### src/rtl/hdrx_dlm_window.sv
module hdrx_dlm_window #(
    parameter int               W        = 16,
    parameter logic [W-1:0]     LONG_PAT = 16'h05CF
) (
    input  logic clk,
    input  logic rst_n,
    input  logic clr_i,
    input  logic shift_i,
    input  logic bit_i,
    output logic hit_long_o,
    output logic hit_short_o
);
    localparam int FW = $clog2(W + 1);
    localparam logic [FW-1:0] FULL_AT = FW'(W - 1);

    logic [W-1:0]  short_pat;
    logic [W-1:0]  win_d, win_q;
    logic [FW-1:0] fill_d, fill_q;
    logic [W-1:0]  win_nx;
    logic          full;

    for (genvar g = 0; g < W; g++) begin : g_rev
        assign short_pat[g] = LONG_PAT[W-1-g];
    end

    assign win_nx = {win_q[W-2:0], bit_i};
    assign full   = (fill_q == FULL_AT);

    always_comb begin
        win_d  = win_q;
        fill_d = fill_q;
        if (clr_i) begin
            win_d  = '0;
            fill_d = '0;
        end else if (shift_i) begin
            win_d = win_nx;
            if (!full) fill_d = fill_q + 1'b1;
        end
    end

    always_ff @(posedge clk or negedge rst_n) begin
        if (!rst_n) begin
            win_q  <= '0;
            fill_q <= '0;
        end else begin
            win_q  <= win_d;
            fill_q <= fill_d;
        end
    end

    assign hit_long_o  = shift_i && !clr_i && full && (win_nx == LONG_PAT);
    assign hit_short_o = shift_i && !clr_i && full && (win_nx == short_pat);

endmodule

### config.mk
export PLATFORM = sky130hd
export DESIGN_NAME = hdrx_dlm_window
export DESIGN_NICKNAME = d
export VERILOG_FILES = /design/src/rtl/hdrx_dlm_window.sv
export SDC_FILE = /design/constraint.sdc
export NUM_CORES = 1
export LEC_CHECK = 0
export ABC_AREA = 0
export BUFFER_PORTS_ARGS = -buffer_cell sky130_fd_sc_hd__buf_4
export CORE_UTILIZATION = 50
export CTS_CLUSTER_DIAMETER = 60
export CTS_CLUSTER_SIZE = 28
export DETAILED_ROUTE_END_ITERATION = 10
export GPL_ROUTABILITY_DRIVEN = 0
export PLACE_DENSITY = 0.68
export SKIP_CTS_REPAIR_TIMING = 1
export SYNTH_ARGS = -nofsm -noshare
export SYNTH_HDL_FRONTEND = slang
export SYNTH_SLANG_ARGS = --single-unit
### constraint.sdc
create_clock -name clk -period 4.2 [get_ports clk]
set_clock_uncertainty 0.15 [all_clocks]
set_input_delay 0.42 -clock clk [delete_from_list [all_inputs] [get_ports clk]]
set_output_delay 0.42 -clock clk [all_outputs]
set_load 0.02 [all_outputs]
# Word level (Yosys, flattened, before mapping)
# Index checks and enable logic that the tools add are counted.
[classes] addsub=1 mul=0 div_mod_pow=0 n_lt_le_gt_ge=0 eq_ne=4 shifts=0 n_mux=5 n_bitwise=0 reduce_logical=7
[ops] op="2-to-1 mux 15 bit" count=2
[ops] op="equality test 16 x 11 -> 1 bit, second input constant" count=1
[ops] op="equality test 16 bit, second input constant" count=1
[ops] op="2-to-1 mux 5 bit" count=3
[ops] op="adder 5 x 1 -> 5 bit, second input constant" count=1
[ops] op="equality test 5 x 4 -> 1 bit, second input constant" count=1
[ops] op="logical AND 1 bit" count=4
[ops] op="inequality test 2 bit, second input constant" count=1
[ops] op="AND reduction 2 bit" count=1
[ops] op="nonzero test 2 bit" count=1
[ops] op="zero test 1 bit" count=1
[word_totals] reg_bits=20 latch_bits=0 ram_bits=0 mem_bits_ro=0 input_bits=5 output_inout_bits=2 wordCells=19 n_memories=0

# Longest topological paths before layout
# Gate-level depths: netlist of run 1.
[depth] depth_word=4 ltp_mapped=6 mapped_depth_nobuf=6

# Worst setup path after synthesis of run 1
# Ideal clock, no wire load.
[synth_path] path_type="flip-flop to output port" start="register fill_q[0]" end="output port hit_long_o" arrival_ns=1.626 t_required_ns=3.630 path_slack_ns=2.004 path_stages_with_launch=7 n_path_buf=0 path_cell_list="dfrtp_1 -> ha_1 -> and3_1 -> ha_1 -> and4b_1 -> nand3_1 -> nor4_2"
[synth_via] elab_chain_len=3
[synth_lines] item="start, declared" line="18" source="logic [FW-1:0] fill_d, fill_q;"
[synth_lines] item="start signal, assigned" line="47" source="fill_q <= fill_d;"
[synth_lines] item="equality test 5 x 4 -> 1 bit" line="27" source="assign full = (fill_q == FULL_AT);"
[synth_lines] item="logical AND 1 bit (2 in series)" line="51" source="assign hit_long_o = shift_i && !clr_i && full && (win_nx == LONG_PAT);"
[synth_lines] item="end, declared" line="10" source="output logic hit_long_o,"
# No other way between the ends.

# Worst setup path after layout of run 1
# Ends and elaborated chain as after synthesis.

==> results.cfg, run 1 <==
[drt]
vias_per_cell = 5.479
first_pass_iters = 2
wl_per_cell_um = 14.64
drtIter0Drc = 1
drc = 0
num_vias = 641
ant_nets = 0
routed_wl_um = 1713

[sta]
timing.final.crit_share_pct = 61.96
finalSetupViolCount = 0
final-hold-violation-count = 0
maxSlewViolCount = 0
tns_ns = 0
tightestPinTransition_ns = 0.2676
clock.fmax_ghz = 0.3843
rsz0062_at_grt = no
slew_headroom_pct = 81.91
period_needed_ns = 2.602

[setup_path]
cp-start-kind = flip-flop
rrSetupSlack_ns = 2.16
critPathArrivalTime_ns = 2.03
critPathTopFamily = simple AND/OR/NAND/NOR gates
cp_num_buf_inv = 1
cp_slowest_cell = dfrtp_1
end_kind = primary output
cp_common_cell = ha_1
path_cells = ha_1, and3_1, ha_1, and4b_1, nand3_1, nor4_2, buf_4
cp.required_ns = 3.63
crit_type = flip-flop to primary output
worst_path_largest_cell_delay_ns = 0.42
crit_path_max_fanout = 3

[power_and_ir_drop]
p_leak_nw = 0.5343
ir_worst_vdd_uv = 213.3
powerDensity_nw_per_um2 = 358.8

[hold_path]
hp-class = primary input to flip-flop

[clock_network]
cts_root_buf = clkbuf_4
htree_levels = 1
clkSinkCount = 20
cts_buffers = 3
clk_pin_slew_ns = 0.12
clk_latency_ns = 0.31
cts_tree = yes
clockBufferDepth = 2

[floorplan]
io_pins = 7
core_um2 = 1764
dieArea_um2 = 2111
rows = 15
die_w_um = 45.95
die_height_um = 45.95
initial_core_util_pct = 54.75

[yosys]
synth-seq-cells = 20
syn_nets = 92
async_reset_ff_share_pct = 100.0
synth-edff-count = 0
synth_cell_types = 26
syn-cell-area_um2 = 965.9
synth_top_flop_cell = dfrtp_1
synthCells = 85
avgSynthCellArea_um2 = 11.36
seq_area_frac_synth_pct = 51.81
yosysWarnings = 0

[grt]
grt_pass1_wl_um = 2746
antenna_found_initial = 0
grt_max_degree = 23
grtUsageTotal_pct = 19.68
gr-total-overflow = 0
grt_pass1_vias = 591

[cells_and_area]
diodes = 0
layout-area-overhead-vs-synth_pct = 11.53
finish.instance_area_um2 = 1077
drive_gt1_share_pct = 15.22
mostFrequentLayoutCells = nor2_1, dfrtp_1, mux2i_1
layout_commonest_cell = nor2_1
final_nets = 100

[place]
place_hpwl_um = 1107
portBuffers = 6
placed_area_um2 = 1015

[run]
cap_violations = 0

[outcome]
outcome = completed
-- tightest hold or removal path: cells and delay by family --
kind / cells / cell delay (ns)
AND/OR/NAND/NOR: 1 / 0.09
buffers and inverters: 1 / 0.09
multiplexers: 1 / 0.06
-- state kept, by name (all words and copies together), names as in the netlist --
name	count
win_q	15
fill_q	5
-- cells by family (layout without fill, tap and decap cells) --
family | after synthesis | count (layout) | synth area share (%)
AND/OR/NAND/NOR | 38 | 38 | 21.63
flip-flops | 20 | 20 | 51.81
multiplexers | 17 | 17 | 18.13
buffers and inverters | 5 | 12 | 3.237
adder cells (fa/ha/maj) | 2 | 2 | 2.590
XOR/XNOR | 2 | 2 | 1.814
AO/OA/AOI/OAI | 1 | 1 | 0.7775
-- through the flow --
stage	setup WS (ns)	power, mW	utilization, %	cells	hold slack, ns
detailed placement	1.995	0.2310	57.52	112	0.1611
floorplan	2.004	0.2218	-	85	-0.02559
CTS	1.582	0.3908	60.50	116	-0.1943
global placement	2.027	0.2298	57.52	112	0.1609
global route	1.484	0.4016	61.06	117	0.2644
finish	1.598	0.3865	61.06	117	0.2422
-- final cells by class --
type | instances | area (um^2)
Clock buffer | 3 | 22.52
Clock inverter | 1 | 30.03
Multi-Input combinational cell | 60 | 434.2
Timing Repair Buffer | 7 | 55.05
Fill cell | 169 | 686.9
Inverter | 1 | 3.754
Tap cell | 25 | 31.28
Sequential cell | 20 | 500.5
-- Yosys cell counts, types with 2 or more instances --
cell type / count / area, um^2
ha_1: 2 / 25.02
nand3_1: 2 / 10.01
nor2_1: 23 / 86.33
nand4b_1: 2 / 17.52
dfrtp_1: 20 / 500.5
mux2i_1: 16 / 160.2
-- power by group --
part / switching, mW / total, mW / internal [mW] / leakage (nW)
logic: 0.0163 / 0.0278 / 0.0116 / 0.230
registers: 0.00372 / 0.200 / 0.196 / 0.276
clock network: 0.0623 / 0.159 / 0.0965 / 0.0279
total: 0.0823 / 0.387 / 0.304 / 0.534
-- worst paths after layout --
path                                       start                     to  depth (start not counted)
min                                        bit_i   win_q[0]$_DFFE_PN0P_                          3
max reg2reg                fill_q[0]$_DFFE_PN0P_  fill_q[3]$_DFFE_PN0P_                          6
max                        fill_q[0]$_DFFE_PN0P_             hit_long_o                          7
min reg2reg                win_q[14]$_DFFE_PN0P_  win_q[14]$_DFFE_PN0P_                          2
min in group asynchronous                  rst_n  win_q[13]$_DFFE_PN0P_                          2
max in group asynchronous                  rst_n   win_q[8]$_DFFE_PN0P_                          2
-- metal layers --
metal / routed length, um / vias up / global-route usage (%)
met5: 0 / - / 0
met4: 40 / 0 / 12.35
met3: 34 / 4 / 3.571
met2: 834 / 7 / 29.58
met1: 803 / 321 / 26.02
li1: - / 309 / -
(Power assumes the default switching activity.)
==> run 2: changes to the inputs <==
==> constraint.sdc (replaced) <==
create_clock -name clk -period 2.45 [get_ports clk]
set_clock_uncertainty 0.15 [all_clocks]
set_input_delay 0.245 -clock clk [delete_from_list [all_inputs] [get_ports clk]]
set_output_delay 0.245 -clock clk [all_outputs]
set_load 0.02 [all_outputs]
==> run 2 against run 1 <==
Effect of this change:
- final cell count up 0.85%
- critical path type unchanged
- die area unchanged
- critical path depth unchanged
- combinational power up 81%
- register-to-register slack worse by 1.7 ns
- global-route usage down 0.88 points
- sequential power up 71%
==> results.cfg, run 2 (synthesis gave the netlist of run 1 again) <==
[cells_and_area]
drive_gt1_share_pct = 17.20
layout_commonest_cell = nor2_1
seqCellArea_um2 = 500.5
largest_reg_flops = 15
fillers = 167
final_nets = 101
reg_top3 = win_q: 15 flops, fill_q: 5 flops
diodes = 0
finish.instance_area_um2 = 1071
multiInputGateArea_um2 = 436.7
layout-area-overhead-vs-synth_pct = 10.88
instances_no_fill = 118
regMostFlops = win_q
mostFrequentLayoutCells = nor2_1, dfrtp_1, mux2i_1

[sta]
finalSetupViolCount = 0
clock.fmax_ghz = 0.4374
tns_ns = 0
timing.final.ws_setup_ns = 0.1639
tightestPinTransition_ns = 0.2722
rsz0062_at_grt = no
timing.final.crit_share_pct = 93.31
maxSlewViolCount = 0
slew_headroom_pct = 81.60
period_needed_ns = 2.286
final-hold-violation-count = 0
hold_ws_ns = 0.08375

[power_and_ir_drop]
p_leak_nw = 0.5309
clkPwrFrac_pct = 32.6
p_sw_mw = 0.1336
combPwrFrac_pct = 8.6
netSwitchingFraction_pct = 22.96
ir_worst_vdd_uv = 394.9
powerDensity_nw_per_um2 = 543.5
p_int_mw = 0.4485
pwr-share-seq_pct = 58.8

[drt]
met1_length_um = 790
first_pass_iters = 4
routed_wl_um = 1676
wl_per_cell_um = 14.20
route.met2.wl_um = 825
ant_nets = 0
wl_met3_um = 45
drc = 0
num_vias = 651
top_layer_used = met4
vias_per_cell = 5.517
drtIter0Drc = 6

[clock_network]
clkSinkCount = 20
cts_tree = yes
clk_pin_slew_ns = 0.11
cts_root_buf = clkbuf_4
clk_latency_ns = 0.30
clockBufferDepth = 2
htree_levels = 1
cts_buffers = 3

[floorplan]
die_w_um = 45.95
initial_core_util_pct = 54.75
rows = 15
dieArea_um2 = 2111
die_height_um = 45.95
io_pins = 7
core_um2 = 1764

[setup_path]
regToRegStartpoint = fill_q[0]$_DFFE_PN0P_
worstRegToRegCells = 6
critPathArrivalTime_ns = 1.89
rrSetupSlack_ns = 0.47
r2r-end = fill_q[3]$_DFFE_PN0P_
cp.required_ns = 2.06
crit_type = flip-flop to primary output
crit_path_max_fanout = 3
end_kind = primary output
cp-start-kind = flip-flop

[place]
portBuffers = 6
place_hpwl_um = 1118
placedCellCount = 112
placed_area_um2 = 1015
place_ws_ns = 0.4117

[grt]
grt_max_degree = 23
gr-total-overflow = 0
grtUsageTotal_pct = 18.80
grt_pass1_wl_um = 2615
antenna_found_initial = 0
grt_pass1_vias = 561

[run]
cap_violations = 0

[hold_path]
hold_start = bit_i
hp-class = primary input to flip-flop
whs_path_depth = 3
min_to = win_q[0]$_DFFE_PN0P_

[outcome]
outcome = completed
## run 2: cell types whose count changed in the layout (fill, tap and decap cells not counted), sizes merged
cell and delta:
bufinv -1, buf +1, clkbuf +1
## run 2: stage by stage
| stage | power (mW) | util (%) |
|---|---|---|
| after CTS | 0.5893 | 59.57 |
| after global placement | 0.3940 | 57.52 |
| after floorplan | 0.3803 | - |
| after global routing | 0.6123 | 60.71 |
| after detailed placement | 0.3962 | 57.52 |
| final | 0.5821 | 60.71 |
## run 2: power groups by stage
| stage | combinational, mW | sequential, mW | clock [mW] |
|---|---|---|---|
| 2_1_floorplan | 0.0327 | 0.348 | 0 |
| 3_3_place_gp | 0.0456 | 0.348 | 0 |
| 3_5_place_dp | 0.0473 | 0.349 | 0 |
| 4_1_cts | 0.0475 | 0.342 | 0.199 |
| 5_1_grt | 0.0554 | 0.343 | 0.214 |
| 6_report | 0.0503 | 0.342 | 0.190 |
## run 2: metal layers
metal	up-vias	track usage, %
met1	327	24.36
met4	0	12.35
li1	315	-
met5	-	0
met3	2	5.159
met2	7	27.32
## run 2: layout make-up
type,instances,area share [%]
timing repair buffer,8,5.841
multi-input combinational,60,40.77
inverter,1,0.3505
clock buffer,4,3.388
tap,25,2.921
sequential,20,46.73
## run 2: worst max path at each step
stage / depth (start not counted) / from / to
after detailed placement: 7 / fill_q[0]$_DFFE_PN0P_ / hit_long_o
after floorplan: 6 / fill_q[0]$_DFFE_PN0P_ / hit_long_o
after global routing: 7 / fill_q[0]$_DFFE_PN0P_ / hit_short_o
after CTS: 7 / fill_q[0]$_DFFE_PN0P_ / hit_long_o
final: 7 / fill_q[0]$_DFFE_PN0P_ / hit_short_o
after global placement: 7 / fill_q[0]$_DFFE_PN0P_ / hit_long_o
## run 2: worst max-delay path, cell delays in order (launching register included)
cell and delay (ns):
dfrtp_1 0.40, ha_1 0.17, and3_1 0.17, ha_2 0.18, and4b_1 0.18, nand3_1 0.11
nor3_1 0.20, buf_4 0.17
==> run 3: changes to the inputs <==
--- a/config.mk
+++ b/config.mk
@@ -7,12 +7,12 @@
 export LEC_CHECK = 0
 export ABC_AREA = 0
 export BUFFER_PORTS_ARGS = -buffer_cell sky130_fd_sc_hd__buf_4
-export CORE_UTILIZATION = 50
+export CORE_UTILIZATION = 57
 export CTS_CLUSTER_DIAMETER = 60
-export CTS_CLUSTER_SIZE = 28
+export CTS_CLUSTER_SIZE = 16
 export DETAILED_ROUTE_END_ITERATION = 10
 export GPL_ROUTABILITY_DRIVEN = 0
-export PLACE_DENSITY = 0.68
+export PLACE_DENSITY = 0.76
 export SKIP_CTS_REPAIR_TIMING = 1
 export SYNTH_ARGS = -nofsm -noshare
 export SYNTH_HDL_FRONTEND = slang
==> run 3 against run 2 <==
Effect of this change:
- clock-buffer cell count shrank 1
- register-to-register slack is essentially flat
- global-route usage grew 3.5 points
- critical path depth unchanged
- flip-flop and latch count stayed put
- worst hold slack worse by 0.028 ns
- final cell count shrank 6.8%
- first-iteration DRC count increased by 83%
- final area shrank 1.2%
- wire length decreased by 0.48%
- sequential share of layout area grew 0.55 points
- largest cell class unchanged
==> results.cfg, run 3 (synthesis gave the netlist of run 1 again) <==
[grt]
grt_pass1_wl_um = 3036
grt_pass1_vias = 703
grt_max_degree = 23
antenna_found_initial = 0
gr-total-overflow = 0
grtUsageTotal_pct = 22.29

[drt]
drtIter0Drc = 11
drc = 0
wl_per_cell_um = 15.16
ant_nets = 0
first_pass_iters = 4
routed_wl_um = 1668
num_vias = 654
vias_per_cell = 5.945

[cells_and_area]
largest_reg_flops = 15
finish.instance_area_um2 = 1059
layout_commonest_cell = nor2_1
final_nets = 103
reg_top3 = win_q: 15 flops, fill_q: 5 flops
diodes = 0
drive_gt1_share_pct = 17.02
regMostFlops = win_q
mostFrequentLayoutCells = nor2_1, dfrtp_1, mux2i_1
fillers = 119
instances_no_fill = 110
layout-area-overhead-vs-synth_pct = 9.586

[sta]
finalSetupViolCount = 0
period_needed_ns = 2.285
timing.final.crit_share_pct = 93.27
clock.fmax_ghz = 0.4376
rsz0062_at_grt = no
slew_headroom_pct = 82.28
tightestPinTransition_ns = 0.2621
maxSlewViolCount = 0
hold_ws_ns = 0.05551
final-hold-violation-count = 0
tns_ns = 0

[hold_path]
hp-class = primary input to flip-flop
hold_start = bit_i

[setup_path]
cp_slowest_cell = dfrtp_1
cp_common_cell = ha_1
worst_path_largest_cell_delay_ns = 0.40
crit_path_max_fanout = 3
crit_type = flip-flop to primary output
crit_start = fill_q[1]$_DFFE_PN0P_
end_kind = primary output
path_cells = ha_1, and3_1, ha_1, and4b_1, nand3_1, nor3_1, buf_4
cp.required_ns = 2.06
critPathArrivalTime_ns = 1.89
cp-start-kind = flip-flop
regToRegStartpoint = fill_q[0]$_DFFE_PN0P_

[power_and_ir_drop]
total_power_mw = 0.5523
p_int_mw = 0.4190
p_sw_mw = 0.1333
combPwrFrac_pct = 9.9
pwr-share-seq_pct = 61.9
netSwitchingFraction_pct = 24.14
ir_worst_vdd_uv = 328.3
powerDensity_nw_per_um2 = 521.8
clkPwrFrac_pct = 28.2
p_leak_nw = 0.5357

[place]
portBuffers = 6
placedCellCount = 103
placed_area_um2 = 1003
place_hpwl_um = 1175

[floorplan]
core_um2 = 1541
initial_core_util_pct = 62.66
rows = 14
dieArea_um2 = 1863
io_pins = 7
die_height_um = 43.17
die_w_um = 43.17

[clock_network]
clkSinkCount = 20
htree_levels = 1
cts_tree = yes
cts_buffers = 3
clk_pin_slew_ns = 0.10
cts_root_buf = clkbuf_4
clockBufferDepth = 2
clk_latency_ns = 0.31

[run]
cap_violations = 0

[outcome]
outcome = completed
run 3: cell types whose count changed in the layout (fill, tap and decap cells not counted):
| cell | before | now |
|---|---|---|
| clkbuf_8 | 1 | 0 |
| buf_4 | 7 | 9 |
| ha_1 | 1 | 2 |
| ha_2 | 1 | 0 |
run 3: critical path, delay by kind of cell (launching register included):
| kind | cells | cell delay [ns] |
|---|---|---|
| flip-flops | 1 | 0.40 |
| AND/OR/NAND/NOR | 4 | 0.68 |
| adder cells (fa/ha/maj) | 2 | 0.33 |
| buffers and inverters | 1 | 0.17 |
run 3: worst paths after layout:
kind                       slack [ns]               endpoint  depth (start not counted)
setup / recovery                 0.16            hit_short_o                          7
min in group asynchronous        0.19  fill_q[2]$_DFFE_PN0P_                          2
hold / removal                   0.06   win_q[0]$_DFFE_PN0P_                          3
max in group asynchronous        1.76  fill_q[1]$_DFFE_PN0P_                          2
hold reg to reg                  0.42   win_q[6]$_DFFE_PN0P_                          2
setup reg to reg                 0.46  fill_q[3]$_DFFE_PN0P_                          6
run 3: layout make-up:
type,count,area (um^2),area share [%]
Timing Repair Buffer,10,77.57,7.329
Clock buffer,3,22.52,2.128
Sequential cell,20,500.5,47.28
Multi-Input combinational cell,60,434.2,41.02
Inverter,1,3.754,0.3546
Tap cell,16,20.02,1.891
run 3: per-layer routing:
layer | wire length [um] | vias up | global-route usage (%) | share of wire, %
met1 | 774 | 326 | 29.92 | 46
met5 | 0 | - | 0 | 0
met4 | 31 | 0 | 9.091 | 1.9
met2 | 798 | 11 | 35.22 | 48
li1 | - | 314 | - | -
met3 | 65 | 3 | 4.255 | 3.9
run 3: stage by stage:
| step | utilization [%] | setup WS (ns) |
|---|---|---|
| CTS | 66.56 | 0.06520 |
| finish | 68.67 | 0.1650 |
| global route | 68.67 | 0.04511 |
| global placement | 65.10 | 0.4393 |
| floorplan | - | 0.4286 |
| detailed placement | 65.10 | 0.4102 |
run 3: power by group through the flow:
stage	registers, mW	clock network (mW)	logic (mW)
3_5_place_dp	0.349	0	0.0465
5_1_grt	0.343	0.165	0.0615
2_1_floorplan	0.348	0	0.0327
4_1_cts	0.343	0.153	0.0466
3_3_place_gp	0.348	0	0.0451
6_report	0.342	0.156	0.0548
